[src/rtl/cs_pkg.sv]
package cs_pkg;
  typedef enum logic [2:0] {
    CS_IDLE  = 3'd0,
    CS_REQ   = 3'd1,
    CS_XFER  = 3'd2,
    CS_DPEND = 3'd3,
    CS_DXFER = 3'd4
  } cs_state_t;
endpackage

[src/rtl/cs_fsm.sv]
module cs_fsm
  import cs_pkg::*;
(
  input  logic      clk,
  input  logic      rst_n,
  input  logic      hard_abort,
  input  logic      dev_rst,
  input  logic      need,
  input  logic      poll_cap,
  input  logic      xfer_done,
  input  logic      burst,
  input  logic      cnt_gt1,
  output cs_state_t state,
  output logic      upd,
  output logic      clr
);
  cs_state_t nxt;

  always_comb begin
    nxt = state;
    upd = 1'b0;
    clr = 1'b0;
    if (hard_abort) begin
      nxt = CS_IDLE;
      clr = 1'b1;
    end else begin
      unique case (state)
        CS_IDLE: begin
          if (dev_rst) clr = 1'b1;
          else if (need) nxt = CS_REQ;
        end
        CS_REQ: begin
          if (dev_rst) nxt = poll_cap ? CS_DXFER : CS_DPEND;
          else if (poll_cap) nxt = CS_XFER;
        end
        CS_DPEND: begin
          if (poll_cap) nxt = CS_DXFER;
        end
        CS_XFER: begin
          if (dev_rst) begin
            if (xfer_done) begin
              nxt = CS_IDLE;
              clr = 1'b1;
            end else begin
              nxt = CS_DXFER;
            end
          end else if (xfer_done) begin
            upd = 1'b1;
            nxt = (burst && cnt_gt1) ? CS_XFER : CS_IDLE;
          end
        end
        CS_DXFER: begin
          if (xfer_done) begin
            nxt = CS_IDLE;
            clr = 1'b1;
          end
        end
        default: begin
          nxt = CS_IDLE;
          clr = 1'b1;
        end
      endcase
    end
  end

  always_ff @(posedge clk or negedge rst_n) begin
    if (!rst_n) state <= CS_IDLE;
    else        state <= nxt;
  end
endmodule

[src/rtl/cs_param_regs.sv]
module cs_param_regs #(
  parameter int AW   = 16,
  parameter int CW   = 8,
  parameter int STEP = 2
) (
  input  logic          clk,
  input  logic          rst_n,
  input  logic          ld,
  input  logic          upd,
  input  logic          clr,
  input  logic [AW-1:0] ld_addr,
  input  logic [CW-1:0] ld_cnt,
  input  logic          ld_dir,
  input  logic          ld_burst,
  output logic [AW-1:0] addr,
  output logic [CW-1:0] cnt,
  output logic          dir_rd,
  output logic          burst,
  output logic          cnt_gt1
);
  localparam logic [AW-1:0] ADDR_INC = AW'(STEP);
  localparam logic [CW-1:0] CNT_ONE  = CW'(1);

  logic          en;
  logic [AW-1:0] addr_d;
  logic [CW-1:0] cnt_d;
  logic          dir_d;
  logic          burst_d;

  assign en = clr | ld | upd;

  always_comb begin
    addr_d  = addr;
    cnt_d   = cnt;
    dir_d   = dir_rd;
    burst_d = burst;
    if (clr) begin
      addr_d  = '0;
      cnt_d   = '0;
      dir_d   = 1'b0;
      burst_d = 1'b0;
    end else if (ld) begin
      addr_d  = ld_addr;
      cnt_d   = ld_cnt;
      dir_d   = ld_dir;
      burst_d = ld_burst;
    end else if (upd) begin
      addr_d = addr + ADDR_INC;
      cnt_d  = (cnt == '0) ? '0 : cnt - CNT_ONE;
    end
  end

  always_ff @(posedge clk or negedge rst_n) begin
    if (!rst_n) begin
      addr   <= '0;
      cnt    <= '0;
      dir_rd <= 1'b0;
      burst  <= 1'b0;
    end else if (en) begin
      addr   <= addr_d;
      cnt    <= cnt_d;
      dir_rd <= dir_d;
      burst  <= burst_d;
    end
  end

  assign cnt_gt1 = (cnt > CNT_ONE);
endmodule

[src/rtl/cs_req_ctrl.sv]
module cs_req_ctrl
  import cs_pkg::*;
#(
  parameter int AW   = 16,
  parameter int CW   = 8,
  parameter int STEP = 2
) (
  input  logic          clk,
  input  logic          rst_n,
  input  logic          load_i,
  input  logic [AW-1:0] start_addr_i,
  input  logic [CW-1:0] start_cnt_i,
  input  logic          dir_rd_i,
  input  logic          burst_i,
  input  logic          need_i,
  input  logic          poll_cap_i,
  input  logic          xfer_done_i,
  input  logic          dev_rst_i,
  input  logic          halt_i,
  input  logic          sys_rst_i,
  input  logic          por_i,
  output logic          cs_req_o,
  output logic          xfer_o,
  output logic          dummy_o,
  output logic          rd_o,
  output logic          status_we_o,
  output logic [AW-1:0] addr_o,
  output logic [CW-1:0] cnt_o
);
  cs_state_t state;
  logic      hard_abort, upd, clr, ld;
  logic      dir_q, burst_q, cnt_gt1;

  assign hard_abort = halt_i | sys_rst_i | por_i;
  assign ld         = load_i & (state == CS_IDLE) & ~hard_abort;

  cs_fsm u_fsm (
    .clk        (clk),
    .rst_n      (rst_n),
    .hard_abort (hard_abort),
    .dev_rst    (dev_rst_i),
    .need       (need_i),
    .poll_cap   (poll_cap_i),
    .xfer_done  (xfer_done_i),
    .burst      (burst_q),
    .cnt_gt1    (cnt_gt1),
    .state      (state),
    .upd        (upd),
    .clr        (clr)
  );

  cs_param_regs #(.AW(AW), .CW(CW), .STEP(STEP)) u_regs (
    .clk      (clk),
    .rst_n    (rst_n),
    .ld       (ld),
    .upd      (upd),
    .clr      (clr),
    .ld_addr  (start_addr_i),
    .ld_cnt   (start_cnt_i),
    .ld_dir   (dir_rd_i),
    .ld_burst (burst_i),
    .addr     (addr_o),
    .cnt      (cnt_o),
    .dir_rd   (dir_q),
    .burst    (burst_q),
    .cnt_gt1  (cnt_gt1)
  );

  assign cs_req_o    = (state == CS_REQ) | (state == CS_DPEND);
  assign xfer_o      = (state == CS_XFER) | (state == CS_DXFER);
  assign dummy_o     = (state == CS_DXFER);
  assign rd_o        = (state == CS_DXFER) | ((state == CS_XFER) & dir_q);
  assign status_we_o = upd;
endmodule

[config.mk]
export PLATFORM = sky130hd
export DESIGN_NAME = cs_req_ctrl
export DESIGN_NICKNAME = d
export VERILOG_FILES = /design/src/rtl/cs_pkg.sv /design/src/rtl/cs_fsm.sv /design/src/rtl/cs_param_regs.sv /design/src/rtl/cs_req_ctrl.sv
export SDC_FILE = /design/constraint.sdc
export NUM_CORES = 1
export LEC_CHECK = 0
export CELL_PAD_IN_SITES_DETAIL_PLACEMENT = 1
export CELL_PAD_IN_SITES_GLOBAL_PLACEMENT = 2
export CORE_MARGIN = 1.5
export CORE_UTILIZATION = 29
export DETAILED_ROUTE_END_ITERATION = 16
export PLACE_DENSITY_LB_ADDON = 0.1
export RECOVER_POWER = 25
export SLEW_MARGIN = 20
export SYNTH_ARGS = -nofsm -noshare
export SYNTH_HDL_FRONTEND = slang
export SYNTH_SLANG_ARGS = --single-unit
export TNS_END_PERCENT = 50
[constraint.sdc]
create_clock -name clk -period 3.99 [get_ports clk]
set_clock_uncertainty 0.2 [all_clocks]
set_input_delay 0.5985 -clock clk [delete_from_list [all_inputs] [get_ports clk]]
set_output_delay 0.5985 -clock clk [all_outputs]
set_load 0.005 [all_outputs]
Yosys cells after proc, flatten, opt, wreduce, memory -nomap -nowiden
Index checks and enable logic that the tools add are counted.

Bits in registers: 29. Input bits: 36. Output and inout port bits: 29.

Add/subtract/negate cells: 2. $lt $le $gt $ge: 1. Equal/unequal tests: 10. Mux-type cells: 32. Bitwise operators: 11. Reductions and logical operators: 9.

Operators by type and width (number): 16-bit two-way mux (3); 3-bit two-way mux (11); 8-bit two-way mux (4); 16-bit by 2-bit adder with 16-bit output, second input constant (1); 3-bit case mux with 5 select lines (1); 1-bit two-way mux (11); 3-bit != test, second input constant (3); 8-bit by 1-bit > comparator with 1-bit output, second input constant (1); 8-bit logical NOT (1); 4-bit != test, second input constant (2); 8-bit by 1-bit subtractor with 8-bit output, second input constant (1); 1-bit OR (7); 3-bit by 2-bit equality test with 1-bit output, second input constant (2); 6-bit AND reduction (1); 1-bit case mux with 4 select lines (1); 2-bit AND reduction (2); 1-bit AND (3); 3-bit by 1-bit equality test with 1-bit output, second input constant (1); 3-bit equality test, second input constant (1); 3-bit logical NOT (1); 3-bit by 2-bit != test with 1-bit output, second input constant (1); 3-bit nonzero test (1); 2-bit two-way mux (1); 2-bit nonzero test (1); 3 further kinds (3).

Longest topological paths before layout
Gate-level depths: netlist of the first run.

Depth after elaboration: 7. Depth in mapped cells: 7. Gate-level depth less buffers: 6.

Modules after synthesis
From an unflattened synthesis of the first run, not the netlist that was laid out.

Cell total of the unflattened synthesis: 217. Area total of the unflattened synthesis: 1901.8 µm².

Modules (own cells, without submodules): cs_param_regs (times used 1, cells an instance 170, area each 1551.5 µm², sequential area each 650.6 µm²); cs_fsm (times used 1, cells an instance 37, area each 280.3 µm², sequential area each 75.1 µm²); cs_req_ctrl (times used 1, cells an instance 10, area each 70.1 µm², sequential area each 0.0 µm²).

Worst setup path after synthesis of the first run
No wires, ideal clock.

Path kind: input -> register. Start: in xfer_done_i. End: reg u_regs.cnt[7]. Setup time: 0.122 ns. Arrival time: 2.030 ns. Setup slack: 1.639 ns. Stages: 7. Buffers on the path: 3. Cell sequence: buf_2 or4b_1 clkbuf_1 o22ai_2 buf_2 o21ai_0 a32o_1.

Word-level cells in the longest chain between the ends: 7. Elaborated cells between the ends (all ways): 12. Those cells by class: mux: 8; bitwise: 2; reduce/logical: 2.

RTL lines: start, declared (RTL line cs_req_ctrl.sv:17) `input logic xfer_done_i,`; 1-bit two-way mux * (RTL line cs_fsm.sv:41, cs_fsm.sv:47, cs_fsm.sv:53); 1-bit two-way mux (RTL line cs_fsm.sv:40) `if (dev_rst) begin`; 1-bit case mux with 4 select lines (RTL line cs_fsm.sv:27) `unique case (state)`; 1-bit two-way mux (RTL line cs_fsm.sv:23) `if (hard_abort) begin`; 1-bit OR (2 in a row) (RTL line cs_param_regs.sv:30) `assign en = clr | ld | upd;`; 2-bit AND reduction (no line); end signal, assigned (RTL line cs_param_regs.sv:61) `cnt <= cnt_d;`; end, declared (RTL line cs_param_regs.sv:16) `output logic [CW-1:0] cnt,`.

Mark *: on every way between the ends. The rest lies on a longest branch, timed or not. A chain may end at the register's enable or synchronous reset.

Worst setup path in the final report of the first run
Start: in sys_rst_i. End: out status_we_o.

Word-level cells in the longest chain between the ends: 3.

RTL lines: start, declared (RTL line cs_req_ctrl.sv:20) `input logic sys_rst_i,`; 1-bit OR (2 in a row) (RTL line cs_req_ctrl.sv:34) `assign hard_abort = halt_i | sys_rst_i | por_i;`; 1-bit two-way mux (RTL line cs_fsm.sv:23); end, declared (RTL line cs_req_ctrl.sv:26) `output logic status_we_o,`.

No other way between the ends.

==> metrics.md, run 1 <==
| Metric | Value |
|---|---|
| Worst EP required | `3.19 ns` |
| Worst Hold Launch | `u_regs.addr[0]$_DFFE_PN0P_` |
| WL/cell | `19.5 um` |
| EDFF count, synth | `0` |
| Clock-pin slew on the worst setup and hold paths | `0.07 ns` |
| WS Path Type | `primary input to primary output` |
| Initial antenna violation count | `0` |
| Final Hold Vio Count | `0` |
| CTS tree | `built` |
| Setup TNS | `0 ns` |
| Synth-to-layout area growth | `39.6%` |
| Syn avg cell area | `8.79 sq um` |
| Pint | `0.000499 W` |
| Crit-path most repeated cell | `clkdlybuf4s50_1` |
| FF-to-FF Start | `u_fsm.state[0]$_DFFE_PN0P_` |
| Vias per inst | `5.73` |
| GRT overflow | `0` |
| Fraction of final layout cells sized beyond drive strength 1 | `0.102` |
| Cell variety after synth | `62` |
| Critical-path cell list | `clkdlybuf4s50_1, or3_1, nor2_1, clkdlybuf4s50_1` |
| Post-CTS sizing | `0` |
| WHS | `0.330 ns` |
| Core area | `0.00721 sq mm` |
| Ys Warns | `0` |
| Most frequent cells in the layout | `clkdlybuf4s50_1, dfrtp_1, a21oi_1` |
| Largest net degree at the start of global routing | `30` |
| Number of global-route vias before repair | `2355` |
| Sequential share of power | `0.438` |
| H-tree lvl count | `2` |
| Sequential area share after synthesis | `0.338` |
| Post-CTS Setup Inserts | `0` |
| Post-route ant nets | `0` |
| Final net count | `344` |
| Residual DRC count | `0` |
| Share of synthesized registers carrying an async set or reset | `1.00` |
| # hold bufs at CTS | `0` |
| I/O pin count | `65` |
| Initial drt markers | `120` |
| Switching power | `0.000178 W` |
| Commonest non-fill, non-tap cell in the layout | `clkdlybuf4s50_1` |
| Crit-path max FO | `10` |
| Vias post-DR | `2314` |
| Total track usage | `0.213` |
| Die X | `89.0 um` |
| FP Rows | `31` |
| Netlist Area Pre-Place | `0.00215 sq mm` |
| Leakage | `1.10 nW` |
| Global-route wire length before repair | `12700 um` |
| Combinational power share | `0.143` |
| Proportion of power drawn by the clock network | `0.418` |
| Worst Hold Class | `flip-flop to flip-flop` |
| Pre-Repair DR Iteration Count | `4` |
| F_max | `314 MHz` |
| CP max-delay cell | `or3_1` |
| Total CTS buffers | `5` |
| Core Util, Final | `0.415` |
| Syn Nets | `284` |
| Clock Path Buffers | `2` |
| Cells after Synth | `244` |
| CTS Sinks | `29` |
| Sw Share | `0.263` |
| Antenna cells | `0` |
| Max stage delay on crit path | `0.62 ns` |
| Seq cells post-synth | `29` |
| Max Cap Viol | `1` |
| Routability-driven placement congestion ratio | `0.759` |
| # setup viols final | `0` |
| Die Footprint | `0.00792 sq mm` |
| Setup crit start kind | `primary input` |
| Max IR drop VDD | `0.0903 mV` |
| Die Y-Extent | `89.0 um` |
| Worst-Skew Late Latency | `0.29 ns` |
| Cell Pwr Density | `226 mW/mm^2` |
| Total power | `0.000677 W` |
| Period utilization | `0.799` |
| Total wire length | `7890 um` |
| Max_slew headroom | `-0.170` |
| RSZ-0062 raised after global routing | `false` |
| Failing checks | `capacitance limit, slew limit` |
| Worst Setup SP | `sys_rst_i` |
| CP endpoint kind | `primary output` |
| Slew Viols, Final | `30` |
| Worst-margin pin slew | `1.75 ns` |
| I/O Buffers | `64` |
| HPWL after detailed placement | `5560 um` |
| Outcome | `complete, but fails checks` |
| Top FF cell, synth | `dfrtp_1` |
| Initial Util | `0.297` |
| Arr. time, crit path | `2.39 ns` |
| Clock root cell | `clkbuf_8` |
| R2R setup slack | `1.42 ns` |
| Tmin final | `3.19 ns` |
-- synth_stat cells (all sizes together), types with 5 or more instances --
library cell / instances / share of area
a32o: 6 / 0.028
and3: 8 / 0.023
nand3: 12 / 0.028
o21ai: 16 / 0.037
or4b: 5 / 0.025
nor3: 7 / 0.016
nand2b: 6 / 0.017
nor4: 7 / 0.027
clkbuf: 12 / 0.021
dfrtp: 29 / 0.34
inv: 7 / 0.012
nor2: 8 / 0.017
nand2: 13 / 0.023
a21oi: 19 / 0.044
a211oi: 6 / 0.021
buf: 8 / 0.021
-- flip-flops by register name, summed over array words and instances, names as in the netlist --
name / cells
u_regs.addr: 16
u_regs.cnt: 8
u_fsm.state: 3
u_regs.burst: 1
u_regs.dir_rd: 1
-- power groups by stage --
stage	clock, W	combinational [W]	sequential, W
2_1_floorplan	0	0.0000363	0.000302
3_3_place_gp	0	0.0000979	0.000303
3_5_place_dp	0	0.0000986	0.000303
4_1_cts	0.000290	0.0000995	0.000297
5_1_grt	0.000298	0.000105	0.000297
6_report	0.000283	0.0000971	0.000297
-- critical path: cells and delay by family --
| kind | cells | cell delay (ns) |
|---|---|---|
| buf+inv | 2 | 0.96 |
| simple gates | 2 | 0.83 |
-- metal layers --
layer  wire length (um)  part of all wire  vias up  GRT usage
li1                   -                 -     1090          -
met1               3700              0.47     1148      0.289
met2               3720              0.47       65      0.353
met3                329             0.042       11     0.0323
met4                134             0.017        0     0.0601
met5                  0                 0        -          0
-- cell type report --
| cell class | instances | area [sq um] |
|---|---|---|
| Clock buffer | 7 | 96.3 |
| Sequential cell | 29 | 726 |
| Inverter | 7 | 26.3 |
| Fill cell | 876 | 4220 |
| Multi-Input combinational cell | 188 | 1320 |
| Tap cell | 99 | 124 |
| Clock inverter | 1 | 5.00 |
| Timing Repair Buffer | 73 | 704 |
-- final timing paths --
path                                                to  cells past startpoint
setup reg to reg           u_regs.addr[14]$_DFFE_PN0P_                      4
min in group asynchronous   u_regs.addr[8]$_DFFE_PN0P_                      2
setup / recovery                           status_we_o                      4
hold reg to reg             u_regs.addr[0]$_DFFE_PN0P_                      2
max in group asynchronous   u_fsm.state[1]$_DFFE_PN0P_                      2
hold / removal              u_regs.addr[0]$_DFFE_PN0P_                      2
-- per-stage QoR --
stage,instance area [sq um],setup slack [ns],std cells
after floorplan,2150,1.64,244
after global placement,2900,0.804,396
after detailed placement,2900,0.777,396
after CTS,3000,0.782,404
after global routing,3000,0.745,404
final,3000,0.800,404
-- cells by family (layout without fill, tap and decap cells) --
logic type | after synthesis | in the layout | share of synthesized area
compound gates | 91 | 91 | 0.311
fa+ha+maj | 4 | 4 | 0.0233
buf+inv | 27 | 88 | 0.0542
flops | 29 | 29 | 0.338
mux | 1 | 1 | 0.00466
simple gates | 92 | 92 | 0.269
No activity file was read; power rests on OpenSTA's default activity.
==> run 2: changes to the inputs <==
--- a/config.mk
+++ b/config.mk
@@ -8,7 +8,7 @@
 export CELL_PAD_IN_SITES_DETAIL_PLACEMENT = 1
 export CELL_PAD_IN_SITES_GLOBAL_PLACEMENT = 2
 export CORE_MARGIN = 1.5
-export CORE_UTILIZATION = 29
+export CORE_UTILIZATION = 27
 export DETAILED_ROUTE_END_ITERATION = 16
 export PLACE_DENSITY_LB_ADDON = 0.1
 export RECOVER_POWER = 25
==> constraint.sdc (replaced) <==
create_clock -name clk -period 3.19 [get_ports clk]
set_clock_uncertainty 0.2 [all_clocks]
set_input_delay 0.4785 -clock clk [delete_from_list [all_inputs] [get_ports clk]]
set_output_delay 0.4785 -clock clk [all_outputs]
set_load 0.005 [all_outputs]
==> metrics.md, run 2 (same netlist as run 1, synthesis figures left out) <==
| Metric | Value |
|---|---|
| Outcome | `complete, but fails checks (unchanged)` |
| Failing checks | `capacitance limit, slew limit (unchanged)` |
| Final Cell Area | `0.00305 sq mm (was 0.00300 sq mm)` |
| Pre-Repair DR Iteration Count | `4 (unchanged)` |
| Commonest non-fill, non-tap cell in the layout | `clkdlybuf4s50_1 (unchanged)` |
| Core area | `0.00773 sq mm (was 0.00721 sq mm)` |
| CTS tree | `built (unchanged)` |
| Vias post-DR | `2318 (was 2314)` |
| WS Path Type | `primary input to primary output (unchanged)` |
| R2R setup slack | `0.65 ns (was 1.42 ns)` |
| Routability-driven placement congestion ratio | `0.773 (was 0.759)` |
| Post-route ant nets | `0 (unchanged)` |
| Cell Pwr Density | `280 mW/mm^2 (was 226 mW/mm^2)` |
| Largest net degree at the start of global routing | `30 (unchanged)` |
| RSZ-0062 raised after global routing | `false (unchanged)` |
| Top flop regs | `u_regs.addr: 16 flops, u_regs.cnt: 8 flops, u_fsm.state: 3 flops (unchanged)` |
| Reg-to-Reg End | `u_regs.cnt[7]$_DFFE_PN0P_ (was u_regs.addr[14]$_DFFE_PN0P_)` |
| R2r worst-path depth | `6 (was 4)` |
| Period utilization | `0.895` |
| FF-to-FF Start | `u_regs.cnt[0]$_DFFE_PN0P_ (was u_fsm.state[0]$_DFFE_PN0P_)` |
| Arr. time, crit path | `2.18 ns (was 2.39 ns)` |
| Setup TNS | `0 ns (unchanged)` |
| Initial Util | `0.278 (was 0.297)` |
| Total wire length | `8060 um (was 7890 um)` |
| Die X | `92.2 um (was 89.0 um)` |
| Max stage delay on crit path | `0.56 ns (was 0.62 ns)` |
| Max Cap Viol | `1 (unchanged)` |
| Final Hold Vio Count | `0 (unchanged)` |
| Antenna cells | `0 (unchanged)` |
| Max reg flops | `16 (unchanged)` |
| Fraction of final layout cells sized beyond drive strength 1 | `0.119 (was 0.102)` |
| Most flops, register | `u_regs.addr (unchanged)` |
| Worst EP required | `2.51 ns (was 3.19 ns)` |
| Initial drt markers | `115 (was 120)` |
| Worst-Skew Late Latency | `0.29 ns (about the same)` |
| # hold bufs at CTS | `0 (unchanged)` |
| WL/cell | `19.5 um (about the same)` |
| Initial antenna violation count | `0 (unchanged)` |
| Max_slew headroom | `-0.163 (was -0.170)` |
| Number of global-route vias before repair | `2404 (was 2355)` |
| Crit-path max FO | `9 (was 10)` |
| Placed cell area | `0.00295 sq mm (was 0.00290 sq mm)` |
| Clock-pin slew on the worst setup and hold paths | `0.07 ns (about the same)` |
| Vias per inst | `5.61 (was 5.73)` |
| Global-route wire length before repair | `13300 um (was 12700 um)` |
| Most frequent cells in the layout | `clkdlybuf4s50_1, dfrtp_1, a21oi_1 (unchanged)` |
| Post-CTS Setup Inserts | `0 (unchanged)` |
| Max IR drop VDD | `0.171 mV (was 0.0903 mV)` |
| CP max-delay cell | `clkdlybuf4s50_1 (was or3_1)` |
| Synth-to-layout area growth | `41.9% (was 39.6%)` |
| I/O pin count | `65 (unchanged)` |
| Worst path depth | `5 (was 4)` |
| Tmin final | `2.86 ns` |
| Largest delay share family, worst path | `buffers and inverters (unchanged)` |
| Worst-margin pin slew | `1.74 ns (was 1.75 ns)` |
| Clock root cell | `clkbuf_8 (unchanged)` |
| FP Rows | `32 (was 31)` |
| Critical-path cell list | `clkdlybuf4s50_1, nor4b_2, nand2_1, nor2_1, clkdlybuf4s50_1 (was clkdlybuf4s50_1, or3_1, nor2_1, clkdlybuf4s50_1)` |
| F_max | `350 MHz` |
| Clock Path Buffers | `2 (unchanged)` |
| Register area | `726 sq um (unchanged)` |
| CP endpoint kind | `primary output (unchanged)` |
| Area of the multi-input gates | `0.00132 sq mm (unchanged)` |
| # setup viols final | `0 (unchanged)` |
| Die Footprint | `0.00849 sq mm (was 0.00792 sq mm)` |
| Worst Hold Launch | `u_regs.addr[0]$_DFFE_PN0P_ (unchanged)` |
| Crit-path most repeated cell | `clkdlybuf4s50_1 (unchanged)` |
| CTS Sinks | `29 (unchanged)` |
| H-tree lvl count | `2 (unchanged)` |
| Residual DRC count | `0 (unchanged)` |
| Worst Setup SP | `dev_rst_i (was sys_rst_i)` |
| Slew Viols, Final | `30 (unchanged)` |
| Layout filler cell count | `915 (was 876)` |
| Total track usage | `0.201 (was 0.213)` |
| Die Y-Extent | `92.2 um (was 89.0 um)` |
| Final net count | `350 (was 344)` |
| GRT overflow | `0 (unchanged)` |
| Critical path capture point | `status_we_o (unchanged)` |
| Worst path bufs/invs | `2 (unchanged)` |
| Post-CTS sizing | `0 (unchanged)` |
| Leakage | `1.13 nW (was 1.10 nW)` |
| Worst Hold Class | `flip-flop to flip-flop (unchanged)` |
| Total CTS buffers | `5 (unchanged)` |
| I/O Buffers | `64 (unchanged)` |
| HPWL after detailed placement | `5900 um (was 5560 um)` |
| Setup crit start kind | `primary input (unchanged)` |
[run 2: changes by cell type in the layout (fill, tap and decap cells not counted)]
cell,before,now
buf_4,8,14
[run 2: metal layers]
metal / GRT usage / part of all wire
met1: 0.278 / 0.48
met5: 0 / 0
met2: 0.329 / 0.48
met4: 0.0436 / 0.0092
met3: 0.0323 / 0.033
[run 2: worst min-delay path by stage]
stage	to	depth (start not counted)
2_1_floorplan	u_fsm.state[0]$_DFFE_PN0P_	0
3_3_place_gp	u_regs.addr[0]$_DFFE_PN0P_	2
6_report	u_regs.addr[0]$_DFFE_PN0P_	2
5_1_grt	u_regs.addr[0]$_DFFE_PN0P_	2
3_5_place_dp	u_regs.addr[0]$_DFFE_PN0P_	2
4_1_cts	u_regs.addr[0]$_DFFE_PN0P_	2
[run 2: layout make-up]
type | instances | area share
clock buffer | 7 | 0.0316
clock inverter | 1 | 0.00164
inverter | 7 | 0.00863
multi-input combinational | 188 | 0.432
sequential | 29 | 0.238
tap | 102 | 0.0419
timing repair buffer | 79 | 0.246
[run 2: per-stage QoR]
stage	hold WS [ns]	total power (W)	util	setup slack, ns	cells
final	0.324	0.000852	0.394	0.334	413
after global routing	0.346	0.000882	0.394	0.159	413
after CTS	0.329	0.000865	0.395	0.319	413
after detailed placement	0.318	0.000507	0.381	0.319	405
after global placement	0.320	0.000506	0.381	0.308	405
after floorplan	-0.0171	0.000423	-	0.959	244
[run 2: tightest hold or removal path, stage by stage (launching register included)]
cell and delay (ns):
dfrtp_1 0.38, nand2_1 0.06, a21oi_1 0.05
[run 2: power by group]
group | leakage (nW) | switching, W | total [W] | internal [W]
clock network | 0.0542 | 0.000159 | 0.000355 | 0.000195
registers | 0.405 | 0.00000254 | 0.000371 | 0.000369
logic | 0.674 | 0.0000620 | 0.000126 | 0.0000638
total | 1.13 | 0.000224 | 0.000852 | 0.000628
==> run 3: changes to the inputs <==
--- a/config.mk
+++ b/config.mk
@@ -8,8 +8,9 @@
 export CELL_PAD_IN_SITES_DETAIL_PLACEMENT = 1
 export CELL_PAD_IN_SITES_GLOBAL_PLACEMENT = 2
 export CORE_MARGIN = 1.5
-export CORE_UTILIZATION = 27
+export CORE_UTILIZATION = 37
 export DETAILED_ROUTE_END_ITERATION = 16
+export DONT_BUFFER_PORTS = 1
 export PLACE_DENSITY_LB_ADDON = 0.1
 export RECOVER_POWER = 25
 export SLEW_MARGIN = 20
==> metrics.md, run 3 (same netlist as run 1, synthesis figures left out) <==
| Metric | Value |
|---|---|
| Outcome | `complete, but fails checks (unchanged)` |
| Failing checks | `capacitance limit, slew limit (unchanged)` |
| FP Rows | `27 (was 32)` |
| H-tree lvl count | `2 (unchanged)` |
| Worst-Skew Late Latency | `0.29 ns (about the same)` |
| R2r worst-path depth | `4 (was 6)` |
| Setup crit start kind | `flip-flop (was primary input)` |
| Initial drt markers | `80 (was 115)` |
| Die Y-Extent | `79.2 um (was 92.2 um)` |
| Pint | `0.000585 W (was 0.000628 W)` |
| # setup viols final | `0 (unchanged)` |
| Cell Pwr Density | `341 mW/mm^2 (was 280 mW/mm^2)` |
| Pre-Repair DR Iteration Count | `4 (unchanged)` |
| R2R setup slack | `0.38 ns (was 0.65 ns)` |
| Clock-pin slew on the worst setup and hold paths | `0.07 ns (about the same)` |
| WL/cell | `23.3 um (was 19.5 um)` |
| Sw Share | `0.260 (was 0.263)` |
| Die X | `79.2 um (was 92.2 um)` |
| RSZ-0062 raised after global routing | `false (unchanged)` |
| Post-CTS Setup Inserts | `0 (unchanged)` |
| Worst path bufs/invs | `0 (was 2)` |
| Total CTS buffers | `5 (unchanged)` |
| Most frequent cells in the layout | `dfrtp_1, a21oi_1, o21ai_0 (was clkdlybuf4s50_1, dfrtp_1, a21oi_1)` |
| Switching power | `0.000206 W (was 0.000224 W)` |
| Vias per inst | `6.66 (was 5.61)` |
| Routability-driven placement congestion ratio | `0.829 (was 0.773)` |
| Largest net degree at the start of global routing | `30 (unchanged)` |
| Layout filler cell count | `684 (was 915)` |
| Max_slew headroom | `-0.122 (was -0.163)` |
| Arr. time, crit path | `2.79 ns (was 2.18 ns)` |
| Global-route wire length before repair | `11800 um (was 13300 um)` |
| Sequential share of power | `0.470 (was 0.436)` |
| Fraction of final layout cells sized beyond drive strength 1 | `0.121 (was 0.119)` |
| WHS Path Cells | `2 (unchanged)` |
| Largest delay share family, worst path | `compound AO/OA/AOI/OAI gates (was buffers and inverters)` |
| Combinational power share | `0.087 (was 0.148)` |
| Die Footprint | `0.00627 sq mm (was 0.00849 sq mm)` |
| Number of global-route vias before repair | `2218 (was 2404)` |
| Max IR drop VDD | `0.169 mV (was 0.171 mV)` |
| Tmin final | `2.81 ns (was 2.86 ns)` |
| Initial Util | `0.387 (was 0.278)` |
| I/O pin count | `65 (unchanged)` |
| CP max-delay cell | `or4b_1 (was clkdlybuf4s50_1)` |
| Max Cap Viol | `1 (unchanged)` |
| Worst-margin pin slew | `1.68 ns (was 1.74 ns)` |
| Reg-to-Reg End | `u_regs.addr[14]$_DFFE_PN0P_ (was u_regs.cnt[7]$_DFFE_PN0P_)` |
| Critical-path cell list | `or4b_1, o22ai_2, o21ai_0, a32o_1 (was clkdlybuf4s50_1, nor4b_2, nand2_1, nor2_1, clkdlybuf4s50_1)` |
| GRT overflow | `0 (unchanged)` |
| Proportion of power drawn by the clock network | `0.443 (was 0.416)` |
| DP Worst Slack | `0.445 ns (was 0.319 ns)` |
| Worst Hold Launch | `dir_rd_i (was u_regs.addr[0]$_DFFE_PN0P_)` |
| Top flop regs | `u_regs.addr: 16 flops, u_regs.cnt: 8 flops, u_fsm.state: 3 flops (unchanged)` |
| Commonest non-fill, non-tap cell in the layout | `dfrtp_1 (was clkdlybuf4s50_1)` |
| Setup TNS | `0 ns (unchanged)` |
| Synth-to-layout area growth | `7.99% (was 41.9%)` |
| Max reg flops | `16 (unchanged)` |
| Antenna cells | `0 (unchanged)` |
| Initial antenna violation count | `0 (unchanged)` |
| Worst Hold Class | `primary input to flip-flop (was flip-flop to flip-flop)` |
| Core area | `0.00554 sq mm (was 0.00773 sq mm)` |
| Slew Viols, Final | `30 (unchanged)` |
| Final Hold Vio Count | `0 (unchanged)` |
| CP endpoint kind | `flip-flop (was primary output)` |
| Period utilization | `0.882 (was 0.895)` |
| Max stage delay on crit path | `0.82 ns (was 0.56 ns)` |
| Final net count | `279 (was 350)` |
| FF-to-FF Start | `u_fsm.state[0]$_DFFE_PN0P_ (was u_regs.cnt[0]$_DFFE_PN0P_)` |
| Residual DRC count | `0 (unchanged)` |
| Total track usage | `0.248 (was 0.201)` |
| Final WS setup | `0.377 ns (was 0.334 ns)` |
| I/O Buffers | `0 (was 64)` |
| Most flops, register | `u_regs.addr (unchanged)` |
| F_max | `355 MHz (was 350 MHz)` |
| Clock Path Buffers | `2 (unchanged)` |
| WS Path Type | `flip-flop to flip-flop (was primary input to primary output)` |
| HPWL after detailed placement | `5240 um (was 5900 um)` |
| CTS tree | `built (unchanged)` |
| Worst EP required | `3.17 ns (was 2.51 ns)` |
| Leakage | `0.863 nW (was 1.13 nW)` |
| Vias post-DR | `2078 (was 2318)` |
| Post-route ant nets | `0 (unchanged)` |
| Crit-path max FO | `15 (was 9)` |
| Hold EP | `u_regs.dir_rd$_DFFE_PN0P_ (was u_regs.addr[0]$_DFFE_PN0P_)` |
| Total wire length | `7270 um (was 8060 um)` |
| Clock root cell | `clkbuf_8 (unchanged)` |
| CTS Sinks | `29 (unchanged)` |
run 3: cell types whose count changed in the layout (fill, tap and decap cells not counted):
cell / previous run / this run
buf_4: 14 / 6
clkdlybuf4s50_1: 63 / 0
run 3: cell type report:
type | instances | area (sq um) | area share
Timing Repair Buffer | 8 | 58.8 | 0.0254
Inverter | 7 | 26.3 | 0.0113
Multi-Input combinational cell | 188 | 1320 | 0.567
Clock buffer | 7 | 96.3 | 0.0416
Sequential cell | 29 | 726 | 0.313
Clock inverter | 1 | 5.00 | 0.00216
Tap cell | 72 | 90.1 | 0.0389
run 3: per-stage QoR:
step | utilization | cell area (sq um) | hold WS (ns) | instances | total power (W)
2_1_floorplan | - | 2150 | -0.0171 | 244 | 0.000423
3_5_place_dp | 0.397 | 2200 | -0.0163 | 302 | 0.000438
4_1_cts | 0.421 | 2330 | 0.113 | 312 | 0.000807
5_1_grt | 0.418 | 2320 | 0.127 | 312 | 0.000825
6_report | 0.418 | 2320 | 0.124 | 312 | 0.000791
3_3_place_gp | 0.397 | 2200 | -0.0163 | 302 | 0.000437
run 3: power by group through the flow:
stage | Sequential, W | Clock (W) | Combinational, W
after floorplan | 0.000377 | 0 | 0.0000454
after global placement | 0.000378 | 0 | 0.0000586
after detailed placement | 0.000379 | 0 | 0.0000597
after CTS | 0.000371 | 0.000364 | 0.0000720
after global routing | 0.000372 | 0.000377 | 0.0000766
final | 0.000372 | 0.000351 | 0.0000688
run 3: layer usage:
metal	routed length [um]	vias up	GRT usage
met5	0	-	0
met4	59	0	0.0702
met3	493	6	0.0759
met2	3460	58	0.406
met1	3260	1058	0.313
li1	-	956	-
run 3: worst max path at each step:
stage	startpoint	end	slack [ns]	cells past startpoint
2_1_floorplan	xfer_done_i	u_regs.cnt[7]$_DFFE_PN0P_	0.96	7
3_3_place_gp	u_fsm.state[0]$_DFFE_PN0P_	u_regs.addr[14]$_DFFE_PN0P_	0.51	4
3_5_place_dp	u_fsm.state[0]$_DFFE_PN0P_	u_regs.cnt[5]$_DFFE_PN0P_	0.45	4
4_1_cts	u_fsm.state[0]$_DFFE_PN0P_	u_regs.cnt[5]$_DFFE_PN0P_	0.43	4
5_1_grt	u_fsm.state[0]$_DFFE_PN0P_	u_regs.cnt[7]$_DFFE_PN0P_	0.24	4
6_report	u_fsm.state[0]$_DFFE_PN0P_	u_regs.addr[14]$_DFFE_PN0P_	0.38	4
run 3: worst register-to-register path, cell delays in order, from the launching register on:
cell and delay, ns:
dfrtp_1 0.52, or4b_1 0.82, o22ai_2 0.65, o21ai_0 0.22, a32o_1 0.31
run 3: timing repair:
item	CTS	global route
endpoints found under the hold margin	29	0
resized for setup	0	0
hold buffers	2	0
